**src/rtl/spib_pkg.sv**
```systemverilog
package spib_pkg;

  localparam logic [8:0] ADR_TX_COUNT = 9'h100;
  localparam logic [8:0] ADR_RX_COUNT = 9'h101;
  localparam logic [8:0] ADR_GO       = 9'h102;

  typedef enum logic [1:0] {
    ST_IDLE,
    ST_SHIFT,
    ST_TAIL
  } eng_state_t;

  // limit a requested byte count to what the buffer can carry
  function automatic logic [15:0] clamp_count(input logic [15:0] req, input logic [15:0] lim);
    return (req > lim) ? lim : req;
  endfunction

  // total bytes framed by one chip-select window
  function automatic logic [15:0] frame_bytes(input logic [15:0] n_tx, input logic [15:0] n_rx);
    return n_tx + n_rx;
  endfunction

endpackage

```
**src/rtl/spib_regs.sv**
```systemverilog
module spib_regs
  import spib_pkg::*;
#(
  parameter int BUF_WORDS = 8,
  parameter int CNT_W     = 5,
  parameter int BI_W      = 4
) (
  input  logic             clk,
  input  logic             rst,
  input  logic             stb,
  input  logic             we,
  input  logic [8:0]       adr,
  input  logic [15:0]      wdat,
  output logic [15:0]      rdat,
  output logic             ack,
  output logic             stall,
  output logic             acc,
  input  logic             busy,
  output logic             go,
  output logic [CNT_W-1:0] tx_n,
  output logic [CNT_W-1:0] rx_n,
  input  logic [BI_W-1:0]  tx_idx,
  output logic [7:0]       tx_byte,
  input  logic             rx_we,
  input  logic [BI_W-1:0]  rx_idx,
  input  logic [7:0]       rx_byte
);
  localparam int WA_W      = BI_W - 1;
  localparam int MAX_BYTES = 2 * BUF_WORDS;

  logic [15:0] mem [BUF_WORDS];
  logic        wr;
  logic        in_buf;
  logic [15:0] rd_val;
  logic [15:0] tx_word;

  assign stall  = stb & we & busy;
  assign acc    = stb & ~stall;
  assign wr     = acc & we;
  assign in_buf = (adr >> WA_W) == '0;
  assign go     = wr && (adr == ADR_GO);

  assign tx_word = mem[tx_idx[BI_W-1:1]];
  assign tx_byte = tx_idx[0] ? tx_word[15:8] : tx_word[7:0];

  always_ff @(posedge clk) begin
    if (rst) begin
      for (int w = 0; w < BUF_WORDS; w++) mem[w] <= '0;
    end else begin
      if (wr && in_buf) mem[adr[WA_W-1:0]] <= wdat;
      if (rx_we) begin
        if (rx_idx[0]) mem[rx_idx[BI_W-1:1]][15:8] <= rx_byte;
        else           mem[rx_idx[BI_W-1:1]][7:0]  <= rx_byte;
      end
    end
  end

  always_ff @(posedge clk) begin
    if (rst) begin
      tx_n <= '0;
      rx_n <= '0;
    end else if (wr) begin
      if (adr == ADR_TX_COUNT) tx_n <= CNT_W'(clamp_count(wdat, 16'(MAX_BYTES)));
      if (adr == ADR_RX_COUNT) rx_n <= CNT_W'(clamp_count(wdat, 16'(MAX_BYTES)));
    end
  end

  always_comb begin
    rd_val = '0;
    if (in_buf) begin
      rd_val = mem[adr[WA_W-1:0]];
    end else begin
      case (adr)
        ADR_TX_COUNT: rd_val = {{(16-CNT_W){1'b0}}, tx_n};
        ADR_RX_COUNT: rd_val = {{(16-CNT_W){1'b0}}, rx_n};
        ADR_GO:       rd_val = {16{busy}};
        default:      rd_val = '0;
      endcase
    end
  end

  always_ff @(posedge clk) begin
    if (rst) begin
      ack  <= 1'b0;
      rdat <= '0;
    end else begin
      ack  <= acc;
      rdat <= (acc && !we) ? rd_val : '0;
    end
  end

endmodule

```
**src/rtl/spib_engine.sv**
```systemverilog
module spib_engine
  import spib_pkg::*;
#(
  parameter int CLK_DIV = 4,
  parameter int CNT_W   = 5,
  parameter int BI_W    = 4
) (
  input  logic             clk,
  input  logic             rst,
  input  logic             go,
  input  logic [CNT_W-1:0] tx_n,
  input  logic [CNT_W-1:0] rx_n,
  output logic [BI_W-1:0]  tx_idx,
  input  logic [7:0]       tx_byte,
  output logic             rx_we,
  output logic [BI_W-1:0]  rx_idx,
  output logic [7:0]       rx_byte,
  output logic             busy,
  output logic             sck,
  output logic             mosi,
  input  logic             miso,
  output logic             cs_n
);
  localparam int HALF  = CLK_DIV / 2;
  localparam int DIV_W = (CLK_DIV > 2) ? $clog2(CLK_DIV) : 1;
  localparam int TOT_W = CNT_W + 1;

  eng_state_t       state;
  logic [DIV_W-1:0] div;
  logic [2:0]       bit_no;
  logic [TOT_W-1:0] byte_no;
  logic [6:0]       rx_sh;
  logic [TOT_W-1:0] total;
  logic             half_end;
  logic             last_byte;
  logic             rx_phase;

  assign total     = TOT_W'(frame_bytes(16'(tx_n), 16'(rx_n)));
  assign half_end  = div == DIV_W'(HALF - 1);
  assign last_byte = byte_no == (total - TOT_W'(1));
  assign rx_phase  = byte_no >= TOT_W'(tx_n);
  assign busy      = state != ST_IDLE;
  assign tx_idx    = byte_no[BI_W-1:0];
  assign mosi      = (state == ST_SHIFT) && !rx_phase && tx_byte[3'd7 - bit_no];

  always_ff @(posedge clk) begin
    if (rst) begin
      state   <= ST_IDLE;
      div     <= '0;
      bit_no  <= '0;
      byte_no <= '0;
      rx_sh   <= '0;
      rx_we   <= 1'b0;
      rx_idx  <= '0;
      rx_byte <= '0;
      sck     <= 1'b0;
      cs_n    <= 1'b1;
    end else begin
      rx_we <= 1'b0;
      case (state)
        ST_IDLE: begin
          if (go && total != '0) begin
            state   <= ST_SHIFT;
            cs_n    <= 1'b0;
            sck     <= 1'b0;
            div     <= '0;
            bit_no  <= '0;
            byte_no <= '0;
          end
        end
        ST_SHIFT: begin
          if (half_end) begin
            div <= '0;
            sck <= ~sck;
            if (!sck) begin
              rx_sh <= {rx_sh[5:0], miso};
              if (bit_no == 3'd7 && rx_phase) begin
                rx_we   <= 1'b1;
                rx_byte <= {rx_sh, miso};
                rx_idx  <= BI_W'(byte_no - TOT_W'(tx_n));
              end
            end else if (bit_no == 3'd7) begin
              bit_no <= '0;
              if (last_byte) state <= ST_TAIL;
              else           byte_no <= byte_no + TOT_W'(1);
            end else begin
              bit_no <= bit_no + 3'd1;
            end
          end else begin
            div <= div + DIV_W'(1);
          end
        end
        ST_TAIL: begin
          if (div == DIV_W'(CLK_DIV - 1)) begin
            state <= ST_IDLE;
            cs_n  <= 1'b1;
          end else begin
            div <= div + DIV_W'(1);
          end
        end
        default: state <= ST_IDLE;
      endcase
    end
  end

endmodule

```
**src/rtl/spi_bus_bridge.sv**
```systemverilog
module spi_bus_bridge #(
  parameter int BUF_WORDS = 8,
  parameter int CLK_DIV   = 4
) (
  input  logic        clk,
  input  logic        rst,
  input  logic        bus_stb,
  input  logic        bus_we,
  input  logic [8:0]  bus_adr,
  input  logic [15:0] bus_wdat,
  output logic [15:0] bus_rdat,
  output logic        bus_ack,
  output logic        bus_stall,
  output logic        spi_sck,
  output logic        spi_mosi,
  input  logic        spi_miso,
  output logic        spi_cs_n
);
  localparam int MAX_BYTES = 2 * BUF_WORDS;
  localparam int CNT_W     = $clog2(MAX_BYTES + 1);
  localparam int BI_W      = $clog2(MAX_BYTES);

  // internal events, named for the bound checker
  logic             bus_acc;
  logic             go_pulse;
  logic             xfer_busy;
  logic [CNT_W-1:0] tx_n;
  logic [CNT_W-1:0] rx_n;
  logic [BI_W-1:0]  tx_idx;
  logic [7:0]       tx_byte;
  logic             rx_we;
  logic [BI_W-1:0]  rx_idx;
  logic [7:0]       rx_byte;

  spib_regs #(
    .BUF_WORDS(BUF_WORDS),
    .CNT_W    (CNT_W),
    .BI_W     (BI_W)
  ) u_regs (
    .clk    (clk),
    .rst    (rst),
    .stb    (bus_stb),
    .we     (bus_we),
    .adr    (bus_adr),
    .wdat   (bus_wdat),
    .rdat   (bus_rdat),
    .ack    (bus_ack),
    .stall  (bus_stall),
    .acc    (bus_acc),
    .busy   (xfer_busy),
    .go     (go_pulse),
    .tx_n   (tx_n),
    .rx_n   (rx_n),
    .tx_idx (tx_idx),
    .tx_byte(tx_byte),
    .rx_we  (rx_we),
    .rx_idx (rx_idx),
    .rx_byte(rx_byte)
  );

  spib_engine #(
    .CLK_DIV(CLK_DIV),
    .CNT_W  (CNT_W),
    .BI_W   (BI_W)
  ) u_engine (
    .clk    (clk),
    .rst    (rst),
    .go     (go_pulse),
    .tx_n   (tx_n),
    .rx_n   (rx_n),
    .tx_idx (tx_idx),
    .tx_byte(tx_byte),
    .rx_we  (rx_we),
    .rx_idx (rx_idx),
    .rx_byte(rx_byte),
    .busy   (xfer_busy),
    .sck    (spi_sck),
    .mosi   (spi_mosi),
    .miso   (spi_miso),
    .cs_n   (spi_cs_n)
  );

endmodule

```
**config.mk**
```make
export PLATFORM = sky130hd
export DESIGN_NAME = spi_bus_bridge
export DESIGN_NICKNAME = d
export VERILOG_FILES = /design/src/rtl/spib_pkg.sv /design/src/rtl/spib_regs.sv /design/src/rtl/spib_engine.sv /design/src/rtl/spi_bus_bridge.sv
export SDC_FILE = /design/constraint.sdc
export NUM_CORES = 1
export LEC_CHECK = 0
export CAP_MARGIN = 20
export CORE_ASPECT_RATIO = 0.7
export CORE_UTILIZATION = 55
export CTS_BUF_LIST = sky130_fd_sc_hd__clkbuf_4
export DETAILED_ROUTE_END_ITERATION = 8
export PLACE_DENSITY = 0.79
export SLEW_MARGIN = 20
export SYNTH_ARGS = -nofsm -noshare
export SYNTH_HDL_FRONTEND = slang
export SYNTH_SLANG_ARGS = --single-unit
```
**constraint.sdc**
```tcl
create_clock -name clk -period 7.9 [get_ports clk]
set_clock_uncertainty 0.05 [all_clocks]
set_input_delay 1.185 -clock clk [delete_from_list [all_inputs] [get_ports clk]]
set_output_delay 1.185 -clock clk [all_outputs]
set_load 0.02 [all_outputs]
```
==> impl_results.md <==
* Power per cell area at approximately 160 nW/um^2
* Syn Std Cell Area at 10940 um^2
* H-tree depth at 4
* Synth unique cells at 66
* First-pass iteration count of the detailed router at 7
* Largest net degree at the start of global routing at 60
* Worst skew pair latency at 0.60 ns
* Synth warn at 0
* Leakage power at 4.079 nW
* Total die area at about 20000 um^2
* GRT Resource Usage Total at 0.3089
* Via/cell ratio at roughly 7.0
* CTS Sinks at between 150 and 200
* Port Buffers at 50
* CP max FO at 14
* Critical Path AT at 3.96 ns
* DR iter-0 viols at 1362
* Total number of vias at around 8100
* Slew headroom at 0.3339
* Synth Instances at about 880
* Worst Tran Pin Value at approximately 1 ns
* Max Freq at between 150 and 200 MHz
* Fin Hold WS at between 0.4 and 0.5 ns
* Worst Setup End Kind: output pin
* Area Growth Syn to Fin at 8.189%
* Register bit count reported by yosys at ~190
* Number of buffers created by CTS at 17
* WL per Instance at around 26 um
* GPL Wtd Cong at ~0.94
* Clock-pin slew on the worst setup and hold paths at around 0.16 ns
* HPWL Detailed at 21610 um
* Async set-reset flop share out of synthesis at 0
* Max_cap viols at 0
* RSZ-0062 raised after global routing: no
* Total power at 0.001855 W
* Residual DRC at 0
* Initial antenna violation count at 1
* CP required at around 6.7 ns
* Status: finished clean
* Worst setup SP type: flip-flop
* Predominant post-synthesis flop cell: edfxtp_1
* Final Cycle Share at 0.6578
* GRT Max-Usage Layer: met1
* Final Hold Fails at 0
* Endpoints failing setup at 0
* Max Buffers Root-to-Sink at 2
* # IOs at a little over 50
* Initial Util at 0.5704
* Vert. Die Dim at approximately 120 um
* Nets@finish at just over 900
* Min Tclk post-route at 5.196 ns
* Die W at about 170 um
* Grt total ovfl at 0
* Place WS at 3.346 ns
* Core area at approximately 19000 um^2
* GRT met1 Usage at 0.4697
* Final Util at 0.6171
* Avg Cell Area, Syn at between 10 and 15 um^2
* # diodes at 0
* Post-synth EDFFs at 128
* Fin Setup TNS at 0 ns
* Post-CTS setup repair buffer count at 0
* Ratio of cells with drive above 1 in the final layout at 0.1678
* Sequential-to-total area share from yosys stat at 0.4703
* Hold Buf Count CTS at 0
* Syn Nets at slightly above 900
* Setup ws final at 2.704 ns
* Wire length of the first global-routing pass at approximately 45000 um
* Critical setup path kind: flip-flop to output pin
* Peak VDD IR at 119.1 uV
* Global-route met2 utilization at 0.4133
* Site Rows at 42
* Final Max Slew Viols at 0
* Met3 usage at 0.1158
* Post_cts resized at 0
* HP Class: flip-flop to flip-flop
* Post-DRT Antenna Nets at 0
* Vias in the first global route at roughly 7400
* CTS tree: done
* Total Wirelength at around 30000 um
* Clock Tree Root: clkbuf_4
==> Yosys cell counts, types with 3 or more instances <==
| library cell | count | share of area |
|---|---|---|
| mux2i_1 | 32 | 0.029 |
| nor3_2 | 5 | 0.0046 |
| clkbuf_1 | 48 | 0.016 |
| xor2_1 | 4 | 0.0032 |
| mux2_2 | 16 | 0.016 |
| nand3_1 | 20 | 0.0091 |
| xnor2_1 | 5 | 0.0040 |
| inv_1 | 24 | 0.0082 |
| nand2b_1 | 15 | 0.0086 |
| a211oi_1 | 8 | 0.0055 |
| buf_2 | 9 | 0.0041 |
| buf_1 | 22 | 0.0075 |
| o41ai_1 | 4 | 0.0032 |
| o21ai_0 | 14 | 0.0064 |
| mux4_2 | 72 | 0.15 |
| nand4_1 | 6 | 0.0034 |
| dfxtp_1 | 65 | 0.12 |
| and2_1 | 6 | 0.0034 |
| ha_1 | 21 | 0.024 |
| nor4_1 | 4 | 0.0023 |
| edfxtp_1 | 128 | 0.35 |
| nor2b_1 | 7 | 0.0040 |
| a21o_1 | 5 | 0.0034 |
| or3_1 | 17 | 0.0097 |
| a22oi_1 | 5 | 0.0034 |
| nor2_1 | 73 | 0.025 |
| a311oi_1 | 3 | 0.0024 |
| nand2_1 | 26 | 0.0089 |
| nor3_1 | 12 | 0.0055 |
| a22o_1 | 128 | 0.10 |
| a21oi_1 | 31 | 0.014 |
==> area by class of cell <==
cell class	count	area [um^2]
clock buffers	19	142.6
inverters	24	90.09
clock inverters	13	158.9
repair buffers	61	568.0
flip-flops and latches	193	5146
well taps	264	330.3
fillers	1472	7345
multi-input cells	584	5400
==> power breakdown <==
| part | internal (W) | total (W) | switching [W] |
|---|---|---|---|
| clock network | 0.000229 | 0.000580 | 0.000351 |
| registers | 0.00110 | 0.00111 | 0.0000166 |
| logic | 0.0000641 | 0.000161 | 0.0000974 |
| total | 0.00139 | 0.00186 | 0.000465 |
==> through the flow <==
| stage | cells | instance area (um^2) |
|---|---|---|
| after floorplan | 881 | 10940 |
| after global placement | 1126 | 11520 |
| after detailed placement | 1126 | 11520 |
| after CTS | 1158 | 11830 |
| after global routing | 1158 | 11840 |
| final | 1158 | 11840 |
==> flip-flops by register name, indices dropped and copies added (netlist names), 3 cells and up, named ones only <==
register,count
u_regs.mem,128
u_regs.rdat,16
u_engine.rx_byte,8
u_engine.rx_sh,7
u_engine.byte_no,6
u_regs.rx_n,5
u_regs.tx_n,5
u_engine.rx_idx,4
u_engine.bit_no,3
==> path summary, 6_finish.rpt <==
check | from | endpoint | slack [ns] | cells past startpoint
max reg2reg | u_engine.byte_no[0] | u_engine.rx_idx[3] | 4.49 | 10
min | u_engine.rx_sh[6] | u_engine.rx_sh[6] | 0.43 | 2
max | u_engine.byte_no[0] | spi_mosi | 2.70 | 9
min reg2reg | u_engine.rx_sh[6] | u_engine.rx_sh[6] | 0.43 | 2
==> cell families after synthesis <==
logic type	after synthesis	synth area share
xor gates and xnor gates	10	0.009377
buffers and inverters	104	0.03705
AOI/OAI and AO/OA	224	0.1635
adders and majority gates	23	0.02768
DFF	193	0.4703
muxes	120	0.1940
and+or+nand+nor	207	0.09812
==> metal layers <==
metal / vias to the layer above / part of all wire
met1: 3958 / 0.41
li1: 3495 / -
met4: 2 / 0.019
met5: - / 0.00026
met2: 598 / 0.40
met3: 59 / 0.17
==> critical path: stages (launching register included) <==
cell	delay, ns
dfxtp_1	0.83
inv_1	0.15
ha_1	0.33
a21bo_2	0.21
a21o_1	0.16
a21o_1	0.17
a211o_1	0.31
a311o_1	0.32
nor3_1	0.23
clkdlybuf4s50_1	0.66
==> cells in the final DEF, fill, tap and decap left out, types with 4 or more instances in the layout <==
master           count
nand4_1              6
inv_1               25
o41ai_1              4
nand2_1             26
buf_4               11
mux2i_1             32
a211oi_1             8
a22oi_1              5
a22o_1             128
edfxtp_1           128
clkdlybuf4s50_1     47
mux2_2              16
a21oi_1             31
mux4_2              72
nand3_1             20
nor2_1              73
xor2_1               4
and2_1               6
nand2b_1            15
nor4_1               4
xnor2_1              5
nor3_1              10
or3_1               17
clkbuf_4            19
nor3_2               7
o21ai_0             14
a21o_1               5
dfxtp_1             64
ha_1                21
nor2b_1              7
No activity file was read; power rests on OpenSTA's default activity.
